[config.mk]
export PLATFORM = sky130hd
export DESIGN_NAME = sci_flag_ctl
export DESIGN_NICKNAME = d
export VERILOG_FILES = /design/src/rtl/sci_flag_pkg.sv /design/src/rtl/sci_acc_decode.sv /design/src/rtl/sci_arm_clear.sv /design/src/rtl/sci_flag_bank.sv /design/src/rtl/sci_flag_ctl.sv
export SDC_FILE = /design/constraint.sdc
export NUM_CORES = 1
export LEC_CHECK = 0
export BUFFER_PORTS_ARGS = -buffer_cell sky130_fd_sc_hd__buf_2
export CAP_MARGIN = 20
export CORE_ASPECT_RATIO = 1.1
export CORE_MARGIN = 3
export CORE_UTILIZATION = 40
export CTS_CLUSTER_DIAMETER = 50
export DETAILED_ROUTE_END_ITERATION = 12
export PLACE_DENSITY = 0.8
export SLEW_MARGIN = 30
export SYNTH_ARGS = -nofsm -noshare
export SYNTH_HDL_FRONTEND = slang
export SYNTH_SLANG_ARGS = --single-unit
[constraint.sdc]
create_clock -name clk -period 1.3 [get_ports clk]
set_input_delay 0.26 -clock clk [delete_from_list [all_inputs] [get_ports clk]]
set_output_delay 0.26 -clock clk [all_outputs]
set_load 0.01 [all_outputs]
[src/rtl/sci_flag_pkg.sv]
package sci_flag_pkg;
  localparam int NFLAG = 9;

  typedef logic [NFLAG-1:0] flag_t;

  // transmit-side flags: bits 8 (empty) and 7 (complete)
  localparam flag_t TX_MASK     = 9'h180;
  localparam flag_t RX_MASK     = 9'h07F;
  localparam flag_t RESET_FLAGS = 9'h180;

  typedef enum logic [1:0] {
    SZ_BYTE = 2'd0,
    SZ_HALF = 2'd1,
    SZ_WORD = 2'd2
  } acc_size_e;

  typedef struct packed {
    logic stat_rd;
    logic word_rd;
    logic data_rd;
    logic data_wr;
  } acc_dec_t;
endpackage

[src/rtl/sci_acc_decode.sv]
module sci_acc_decode
  import sci_flag_pkg::*;
(
  input  logic       valid,
  input  logic       write,
  input  logic [1:0] size,
  input  logic [1:0] addr,
  output acc_dec_t   dec
);
  logic is_byte, is_half, is_word;
  logic hit_stat, hit_data_lo, word0;

  always_comb begin
    is_byte     = (size == SZ_BYTE);
    is_half     = (size == SZ_HALF);
    is_word     = (size == SZ_WORD);
    word0       = is_word && (addr == 2'd0);
    hit_stat    = (is_byte && !addr[1]) || (is_half && addr == 2'd0) || word0;
    hit_data_lo = (is_byte && addr == 2'd3) || (is_half && addr == 2'd2) || word0;

    dec.stat_rd = valid && !write && hit_stat;
    dec.word_rd = valid && !write && word0;
    dec.data_rd = valid && !write && hit_data_lo;
    dec.data_wr = valid &&  write && hit_data_lo;
  end
endmodule

[src/rtl/sci_arm_clear.sv]
module sci_arm_clear
  import sci_flag_pkg::*;
(
  input  logic     clk,
  input  logic     rst_n,
  input  acc_dec_t dec,
  input  flag_t    flags,
  output flag_t    clr
);
  flag_t arm_q, arm_nxt;
  logic  arm_en;

  always_comb begin
    arm_nxt = arm_q;
    clr     = '0;
    if (dec.data_rd) begin
      clr     = clr | (arm_q & RX_MASK);
      arm_nxt = arm_nxt & ~RX_MASK;
    end
    if (dec.data_wr) begin
      clr     = clr | (arm_q & TX_MASK);
      arm_nxt = arm_nxt & ~TX_MASK;
    end
    if (dec.stat_rd) begin
      arm_nxt = flags;
    end
    if (dec.word_rd) begin
      clr     = clr | (flags & RX_MASK);
      arm_nxt = flags & TX_MASK;
    end
    arm_en = dec.stat_rd || dec.data_rd || dec.data_wr;
  end

  always_ff @(posedge clk or negedge rst_n) begin
    if (!rst_n)      arm_q <= '0;
    else if (arm_en) arm_q <= arm_nxt;
  end
endmodule

[src/rtl/sci_flag_bank.sv]
module sci_flag_bank
  import sci_flag_pkg::*;
(
  input  logic  clk,
  input  logic  rst_n,
  input  flag_t set,
  input  flag_t clr,
  output flag_t flags
);
  for (genvar i = 0; i < NFLAG; i++) begin : g_flag
    logic q, d, en;

    always_comb begin
      en = set[i] || clr[i];
      d  = set[i] || (q && !clr[i]);
    end

    always_ff @(posedge clk or negedge rst_n) begin
      if (!rst_n)  q <= RESET_FLAGS[i];
      else if (en) q <= d;
    end

    assign flags[i] = q;
  end
endmodule

[src/rtl/sci_flag_ctl.sv]
module sci_flag_ctl
  import sci_flag_pkg::*;
#(
  parameter int DW          = 16,
  parameter int SYNC_STAGES = 2
) (
  input  logic            clk,
  input  logic            rst_n,
  input  logic            bus_valid,
  input  logic            bus_write,
  input  logic [1:0]      bus_size,
  input  logic [1:0]      bus_addr,
  input  logic [DW-1:0]   bus_wdata,
  output logic [2*DW-1:0] bus_rdata,
  input  logic [8:0]      set_evt,
  input  logic [DW-1:0]   rx_data,
  output logic            tx_load,
  output logic [DW-1:0]   tx_data
);
  localparam int PAD = DW - NFLAG;

  logic [SYNC_STAGES-1:0] sync_q;
  logic                   rst_core_n;
  acc_dec_t               dec;
  flag_t                  flags, clr;
  logic [DW-1:0]          status_w;

  always_ff @(posedge clk or negedge rst_n) begin
    if (!rst_n) sync_q <= '0;
    else        sync_q <= {sync_q[SYNC_STAGES-2:0], 1'b1};
  end
  assign rst_core_n = sync_q[SYNC_STAGES-1];

  sci_acc_decode u_dec (
    .valid (bus_valid),
    .write (bus_write),
    .size  (bus_size),
    .addr  (bus_addr),
    .dec   (dec)
  );

  sci_arm_clear u_arm (
    .clk   (clk),
    .rst_n (rst_core_n),
    .dec   (dec),
    .flags (flags),
    .clr   (clr)
  );

  sci_flag_bank u_bank (
    .clk   (clk),
    .rst_n (rst_core_n),
    .set   (set_evt),
    .clr   (clr),
    .flags (flags)
  );

  always_comb begin
    status_w  = {{PAD{1'b0}}, flags};
    bus_rdata = {status_w, rx_data};
    tx_load   = dec.data_wr;
    tx_data   = bus_wdata;
  end
endmodule

==> results of run 1 <==
==> cell type report <==
class                      count  area, sq um  area share
sequential                    20          503       0.387
tap                           33         41.3      0.0318
inverter                      10         37.5      0.0289
timing repair buffer          35          246       0.190
clock inverter                 1         30.0      0.0231
clock buffer                   3         22.5      0.0173
multi-input combinational     61          419       0.322
==> report_power, final <==
group / internal [mW] / total [mW] / switching, mW
Sequential: 0.698 / 0.733 / 0.0349
Combinational: 0.131 / 0.261 / 0.130
Clock: 0.312 / 0.503 / 0.192
==> layer usage <==
layer | routed length (microns) | track usage | up-vias
met2 | 1240 | 0.230 | 56
met4 | 27 | 0.0332 | 0
li1 | - | - | 399
met3 | 252 | 0.0550 | 8
met1 | 887 | 0.136 | 398
met5 | 0 | 0 | -
==> path summary, 6_finish.rpt <==
check | slack, ps | start | to
worst max register to register | 450 | u_bank.g_flag[8].q | u_bank.g_flag[8].q
max in group asynchronous | 850 | sync_q[1] | u_bank.g_flag[7].q
min in group clk | 180 | set_evt[7] | u_bank.g_flag[7].q
worst max-delay path | 10 | bus_addr[1] | tx_load
worst min-delay path | 180 | sync_q[1] | u_arm.arm_q[2]
worst min register to register | 180 | sync_q[1] | u_arm.arm_q[2]
==> layout by cell type, fill, tap and decap left out, types with 2 or more instances in the layout <==
master and count:
nor2b_1 7, inv_1 10, a22oi_1 7, o311a_1 2, buf_4 7, conb_1 8
buf_12 2, o22ai_1 7, nor2_1 3, o2bb2ai_1 2, dfrtp_1 18, nor4bb_4 2
or3b_1 2, buf_6 3, buf_2 22, dfstp_2 2, a31oi_1 2, clkbuf_4 3
o21ai_0 16
==> through the flow <==
step | area, sq um | TNS [ps] | hold slack [ps] | util | setup slack [ps]
finish | 1300 | 0 | 180 | 0.448 | 14.2
global route | 1300 | -42.6 | 190 | 0.448 | -42.6
CTS | 1280 | 0 | 181 | 0.440 | 2.34
detailed placement | 1140 | -2610 | 49.0 | 0.394 | -205
global placement | 1140 | -1700 | 46.5 | 0.394 | -148
floorplan | 1310 | -39.4 | -35.6 | - | -6.56
==> cell usage after synthesis <==
master      n
inv_1      10
or3b_1      2
o311a_1     2
nor4bb_1    2
o21ai_0    16
nor4b_1     1
o2bb2ai_1   2
dfrtp_1    18
nor2_1      3
buf_4      49
o22ai_1     7
maj3_1      1
nor2b_1     7
conb_1      2
dfstp_2     2
clkbuf_1    2
a31oi_1     2
or2_1       1
buf_6       1
a22oi_1     7
buf_2       1
==> flip-flops by register name, indices dropped and copies added (netlist names) <==
name / count
u_arm.arm_q: 9
u_bank.g_flag.q: 9
sync_q: 2
==> cells by family (layout without fill, tap and decap cells) <==
kind of cell	Yosys count	count (layout)	synth area share
compound gates	36	36	0.176
fa+ha+maj	1	1	0.00780
buf+inv	63	49	0.334
flops	20	20	0.392
other cells	2	8	0.00585
simple gates	16	16	0.0838
==> timing repair <==
item | 4_1_cts | 5_1_grt
gates resized for setup | 12 | 5
setup buffers | 1 | 1
hold buffers | 1 | 0
pin swaps | 4 | 2
setup endpoints to repair | 1 | 1
hold endpoints to repair | 2 | 0
==> results.sh, run 1 <==
export IMPL_grtUsageTotal=0.129
export IMPL_synth_area_leader_cell="dfrtp_1"
export IMPL_clock_sinks=20
export IMPL_grt_pass1_wl_microns=3930
export IMPL_start_kind="primary input"
export IMPL_clock_path_buffers=2
export IMPL_fp_row_count=20
export IMPL_p_per_area_mw_per_mm2=1150
export IMPL_grt_start_max_net_pins=19
export IMPL_critPathKind="primary input to output port"
export IMPL_first_iter_violations=54
export IMPL_port_buffers=26
export IMPL_cts_buffers=3
export IMPL_ys_warn_count=0
export IMPL_end_kind="output port"
export IMPL_drcViolationCount=0
export IMPL_hold_violations=0
export IMPL_die_y_microns=65.4
export IMPL_n_antenna_cell=0
export IMPL_setup_viol=0
export IMPL_postRouteAntennaNets=0
export IMPL_synth_top_area_share=0.351
export IMPL_dieWidth_microns=60.0
export IMPL_areaGrowthSynthToFinish_pct=1.27
export IMPL_wl_per_cell_microns=14.8
export IMPL_worstPathCellList="buf_6 -> nor4bb_4 -> o311a_1 -> buf_2"
export IMPL_syn_area_sq_mm=0.00128
export IMPL_rsz0062_at_grt="yes"
export IMPL_worstRegToRegCells=2
export IMPL_synth_top_cells_by_area="dfrtp_1, buf_4, o21ai_0, a22oi_1, dfstp_2"
export IMPL_cts_max_level=1
export IMPL_grt_remaining_overflow=0
export IMPL_hold_path_class="register to async pin"
export IMPL_critical_path_top_delay_family="compound AO/OA/AOI/OAI gates"
export IMPL_gp_congestion=0.765
export IMPL_finalClockSkew_ps=11.9
export IMPL_power_total_mw=1.50
export IMPL_ys_types=21
export IMPL_cpPeakStageDelay_ps=350
export IMPL_nets=180
export IMPL_p_leak_nw=0.595
export IMPL_cp_depth=4
export IMPL_tritoncts="yes"
export IMPL_ys_seq_area_frac=0.392
export IMPL_fp_dieArea_sq_mm=0.00393
export IMPL_num_fill_cells=267
export IMPL_clockRootBuffer="clkbuf_4"
export IMPL_clk_pin_slew_ps=120
export IMPL_ir_worst_vdd_v=0.000738
export IMPL_post_layout_nonfiller_instances=163
export IMPL_max_cap_viol_count=0
export IMPL_fin_crit_ps=1290
export IMPL_drv_slew=0
export IMPL_grt_pass1_vias=874
export IMPL_outcome="complete, no violations"
export IMPL_initial_core_util=0.442
export IMPL_antenna_found_initial=0
export IMPL_num_io_pins=98
export IMPL_via_count=861
export IMPL_worstPathArrival_ps=1030
export IMPL_hpwlAfterDp_microns=1800
export IMPL_critPathMaxFanout=4
export IMPL_clk_latency_ps=300
export IMPL_min_period_over_period=0.989
export IMPL_placed_cells=156
export IMPL_cp_buffers_inverters=2
export IMPL_drive_gt1_frac=0.331
export IMPL_timing_fmax_ghz=0.778
export IMPL_syn_inst=138
export IMPL_crit_slowest_cell="o311a_1"
export IMPL_core_sq_mm=0.00290
export IMPL_wirelength_microns=2410
export IMPL_ys_ff_latch=20
export IMPL_vias_per_cell=5.28
export IMPL_syn_area_per_cell_sq_um=9.30
export IMPL_dr_pass1_iters=4
export IMPL_critPathRequiredTime_ps=1040
(Power assumes the default switching activity.)
==> run 2, diff against run 1 <==
Settings changed: CORE_ASPECT_RATIO 1.1 to default.
==> run 2 against run 1 <==
  * Sequential share of layout area down 0.33 points
  * Die area about the same
  * Final area up 0.87%
  * Critical endpoint unchanged
  * Largest cell class unchanged
  * Highest routed layer unchanged
==> results.sh, run 2 (same netlist as run 1, synthesis figures left out) <==
export IMPL_rsz0062_at_grt="yes"
export IMPL_timing_fmax_ghz=0.778
export IMPL_critPathRequiredTime_ps=1040
export IMPL_r2r_start="u_bank.g_flag[7].q"
export IMPL_areaGrowthSynthToFinish_pct=2.14
export IMPL_critPathKind="primary input to output port"
export IMPL_max_cap_viol_count=0
export IMPL_clock_sinks=20
export IMPL_grt_pass1_wl_microns=3900
export IMPL_switching_power_mw=0.357
export IMPL_finalClockSkew_ps=15.5
export IMPL_grt_pass1_vias=833
export IMPL_rrSetupSlack_ps=500
export IMPL_grtUsageTotal=0.124
export IMPL_p_leak_nw=0.594
export IMPL_drcViolationCount=0
export IMPL_r2r_end="u_bank.g_flag[7].q"
export IMPL_drive_gt1_frac=0.331
export IMPL_wirelength_microns=2450
export IMPL_power_total_mw=1.50
export IMPL_clk_latency_ps=310
export IMPL_via_count=866
export IMPL_final_common_cell="buf_2"
export IMPL_crit_slowest_cell="o311a_1"
export IMPL_gp_congestion=0.744
export IMPL_dr_pass1_iters=4
export IMPL_p_per_area_mw_per_mm2=1140
export IMPL_fp_dieArea_sq_mm=0.00393
export IMPL_cts_buffers=3
export IMPL_whs_ps=74.1
export IMPL_n_antenna_cell=0
export IMPL_p_int_mw=1.14
export IMPL_critical_path_top_delay_family="compound AO/OA/AOI/OAI gates"
export IMPL_grt_start_max_net_pins=18
export IMPL_die_y_microns=62.7
export IMPL_postRouteAntennaNets=0
export IMPL_clockRootBuffer="clkbuf_4"
export IMPL_vias_per_cell=5.03
export IMPL_worstRegToRegCells=2
export IMPL_seqPwrFrac=0.492
export IMPL_grt_remaining_overflow=0
export IMPL_fin_crit_ps=1290
export IMPL_swShare=0.238
export IMPL_nets=180
export IMPL_min_period_over_period=0.989
export IMPL_top_regs="u_arm.arm_q: 9 flops, u_bank.g_flag.q: 9 flops, sync_q: 2 flops"
export IMPL_final_cell_mix="buf_2, dfrtp_1, o21ai_0, inv_1, conb_1"
export IMPL_initial_core_util=0.443
export IMPL_drv_slew=0
export IMPL_wl_per_cell_microns=14.2
export IMPL_final_core_util=0.452
export IMPL_outcome="complete, no violations"
export IMPL_dieWidth_microns=62.7
export IMPL_critPathMaxFanout=4
export IMPL_antenna_found_initial=0
export IMPL_cpPeakStageDelay_ps=350
export IMPL_start_kind="primary input"
export IMPL_first_iter_violations=55
export IMPL_port_buffers=26
export IMPL_num_io_pins=98
export IMPL_core_sq_mm=0.00290
export IMPL_combPwrFrac=0.172
export IMPL_fp_row_count=19
export IMPL_clk_pin_slew_ps=100
export IMPL_clock_path_buffers=2
export IMPL_tritoncts="yes"
export IMPL_cts_max_level=1
export IMPL_cp_buffers_inverters=2
export IMPL_setup_viol=0
export IMPL_hold_path_class="register to async pin"
export IMPL_hold_violations=0
export IMPL_end_kind="output port"
export IMPL_p_clk_frac=0.336
export IMPL_worstPathCellList="buf_6 -> nor4bb_4 -> o311a_1 -> buf_2"
export IMPL_ir_worst_vdd_v=0.000458
export IMPL_worstPathArrival_ps=1030
export IMPL_hpwlAfterDp_microns=1860
==> run 2: layer usage <==
layer	wire, microns	global-route usage	share of wire	up-vias
met4	178	0.110	0.073	0
met5	0	0	0	-
li1	-	-	-	399
met2	1170	0.190	0.48	46
met1	836	0.130	0.34	395
met3	266	0.0522	0.11	26
==> run 2: worst max path at each step <==
stage                      startpoint             end  slack (ps)  depth (start not counted)
final                     bus_addr[1]         tx_load          10                          4
after global placement      bus_write  u_arm.arm_q[6]        -160                          5
after CTS                 bus_addr[1]         tx_load          10                          4
after floorplan             bus_write  u_arm.arm_q[0]          -7                          5
after detailed placement    bus_write  u_arm.arm_q[5]        -190                          5
after global routing      bus_size[1]         tx_load         -30                          4
==> run 2: area by class of cell <==
| type | count | area (sq um) |
|---|---|---|
| Fill cell | 280 | 1590 |
| Sequential cell | 20 | 503 |
| Multi-Input combinational cell | 61 | 419 |
| Timing Repair Buffer | 35 | 246 |
| Tap cell | 42 | 52.6 |
| Inverter | 10 | 37.5 |
| Clock inverter | 1 | 30.0 |
| Clock buffer | 3 | 22.5 |
==> run 2: per-stage QoR <==
step | TNS [ps] | instance area [sq um] | instances | worst slack (ps)
after floorplan | -39.4 | 1310 | 144 | -6.56
after global placement | -1680 | 1150 | 165 | -157
after detailed placement | -2610 | 1150 | 165 | -195
after CTS | 0 | 1290 | 171 | 9.63
after global routing | -26.8 | 1310 | 172 | -26.8
final | 0 | 1310 | 172 | 14.8
==> run 2: power groups by stage <==
stage	sequential (mW)	combinational, mW	clock (mW)
4_1_cts	0.734	0.253	0.512
6_report	0.737	0.258	0.503
3_3_place_gp	0.743	0.215	0
3_5_place_dp	0.746	0.227	0
5_1_grt	0.745	0.284	0.556
2_1_floorplan	0.738	0.274	0
==> run 2: repair_timing <==
item,4_1_cts,5_1_grt
endpoints found under the setup margin,1,1
resized for setup,14,2
hold endpoints to repair,2,0
pin swaps,3,2
setup buffers,1,1
hold buffers,1,0
==> run 3, diff against run 2 <==
Settings changed: CELL_PAD_IN_SITES_DETAIL_PLACEMENT from default to 1, CELL_PAD_IN_SITES_GLOBAL_PLACEMENT from default to 1, CORE_UTILIZATION 40 to 27, MAX_ROUTING_LAYER from default to met4, PLACE_DENSITY 0.8 to default, PLACE_DENSITY_LB_ADDON from default to 0.1.
==> run 3 against run 2 <==
  * The flow now finishes with violations (setup timing)
  * Critical path depth stayed put
  * Combinational power is 2% higher
  * Sequential share of layout area is 1.1 points lower
  * Via count is 1.0% higher
  * Total power is 8.6% higher
  * Sequential power hardly changed
  * Register-to-register slack hardly changed
  * Global-route usage is 1.8 points lower
  * Flip-flop and latch count stayed put
  * Count of clock-buffer cells in the layout stayed put
  * Final area is 3.0% higher
  * Non-clock buffer count stayed put
  * Largest cell class unchanged
==> results.sh, run 3 (same netlist as run 1, synthesis figures left out) <==
export IMPL_cts_buffers=3
export IMPL_drive_gt1_frac=0.331
export IMPL_outcome="complete, but fails checks"
export IMPL_post_layout_nonfiller_instances=182
export IMPL_areaGrowthSynthToFinish_pct=5.17
export IMPL_num_io_pins=98
export IMPL_wirelength_microns=2710
export IMPL_initial_core_util=0.287
export IMPL_gp_congestion=0.711
export IMPL_first_iter_violations=16
export IMPL_grtUsageTotal=0.106
export IMPL_n_antenna_cell=0
export IMPL_violations="setup timing"
export IMPL_clockRootBuffer="clkbuf_8"
export IMPL_clock_sinks=20
export IMPL_post_cts_buffers=0
export IMPL_fp_row_count=24
export IMPL_clk_latency_ps=260
export IMPL_dr_pass1_iters=4
export IMPL_finalClockSkew_ps=10.9
export IMPL_hold_path_class="register to async pin"
export IMPL_grt_start_max_net_pins=15
export IMPL_top_regs="u_arm.arm_q: 9 flops, u_bank.g_flag.q: 9 flops, sync_q: 2 flops"
export IMPL_max_cap_viol_count=0
export IMPL_critPathRequiredTime_ps=1040
export IMPL_final_common_cell="buf_2"
export IMPL_end_kind="output port"
export IMPL_grt_pass1_vias=938
export IMPL_p_per_area_mw_per_mm2=1200
export IMPL_fin_crit_ps=1310
export IMPL_tritoncts="yes"
export IMPL_dieWidth_microns=75.0
export IMPL_antenna_found_initial=0
export IMPL_postRouteAntennaNets=0
export IMPL_rsz0062_at_grt="yes"
export IMPL_grt_pass1_wl_microns=4440
export IMPL_clock_path_buffers=2
export IMPL_hpwlAfterDp_microns=2020
export IMPL_start_kind="primary input"
export IMPL_final_core_util=0.302
export IMPL_setup_viol=1
export IMPL_drcViolationCount=0
export IMPL_timing_fmax_ghz=0.764
export IMPL_via_count=875
export IMPL_hold_violations=0
export IMPL_critPathKind="primary input to output port"
export IMPL_placed_cells=177
export IMPL_fin_ws_ps=-8.68
export IMPL_port_buffers=26
export IMPL_vias_per_cell=4.81
export IMPL_final_cell_mix="buf_2, dfrtp_1, o21ai_0, inv_1, conb_1"
export IMPL_clk_pin_slew_ps=70
export IMPL_wl_per_cell_microns=14.9
export IMPL_nets=180
export IMPL_dp_slack_ps=-228
export IMPL_cts_max_level=1
export IMPL_min_period_over_period=1.01
export IMPL_worstPathArrival_ps=1050
export IMPL_fp_dieArea_sq_mm=0.00562
export IMPL_die_y_microns=75.0
export IMPL_core_sq_mm=0.00447
export IMPL_p_leak_nw=0.603
export IMPL_drv_slew=0
export IMPL_critPathMaxFanout=4
export IMPL_ir_worst_vdd_v=0.000546
export IMPL_grt_remaining_overflow=0
==> run 3: cell counts in the layout (fill, tap and decap cells not counted) <==
Identical to the previous run, type by type.
==> run 3: area by class of cell <==
type | count | area (sq um)
Sequential cell | 20 | 503
Fill cell | 524 | 3120
Clock inverter | 1 | 30.0
Inverter | 10 | 37.5
Multi-Input combinational cell | 61 | 419
Clock buffer | 3 | 41.3
Timing Repair Buffer | 35 | 254
Tap cell | 52 | 65.1
==> run 3: critical path, cell delays in order <==
cell	delay (ps)
buf_8	100
nor4bb_4	160
o311a_1	370
buf_2	150
==> run 3: worst paths after layout <==
check | end | slack (ps) | cells after the start | start
worst min-delay path | u_arm.arm_q[8] | 80 | 0 | sync_q[1]
min in group clk | u_bank.g_flag[8].q | 220 | 3 | set_evt[8]
worst min register to register | u_arm.arm_q[8] | 80 | 0 | sync_q[1]
worst max-delay path | tx_load | -9 | 4 | bus_addr[1]
worst max register to register | u_bank.g_flag[7].q | 500 | 2 | u_bank.g_flag[7].q
max in group asynchronous | u_arm.arm_q[6] | 770 | 1 | sync_q[1]
==> run 3: per-layer routing <==
metal / global-route usage / vias to the layer above / wire [microns] / part of all wire
li1: - / 393 / - / -
met1: 0.123 / 416 / 1090 / 0.40
met2: 0.177 / 52 / 1390 / 0.51
met3: 0.0320 / 14 / 175 / 0.065
met4: 0.0316 / 0 / 54 / 0.020
met5: - / - / 0 / 0
==> run 3: power by group <==
part	internal (mW)	leakage [nW]	switching, mW
registers	0.698	0.218	0.0377
clock network	0.411	0.0357	0.217
logic	0.135	0.349	0.128
total	1.24	0.603	0.383
==> run 3: through the flow <==
stage,hold WS [ps],cell area [sq um],power (mW),setup TNS [ps]
finish,79.7,1350,1.63,-8.68
global route,105,1350,1.72,-50.4
CTS,91.1,1340,1.65,-17.7
detailed placement,45.7,1180,0.983,-2990
global placement,46.3,1180,0.976,-2490
floorplan,-35.6,1310,1.01,-39.4
==> run 3: repair_timing <==
| action | CTS | global route |
|---|---|---|
| pin swaps | 3 | 2 |
| hold buffers | 1 | 0 |
| resized for setup | 16 | 5 |
| hold endpoints to repair | 2 | 0 |
| endpoints found under the setup margin | 1 | 5 |
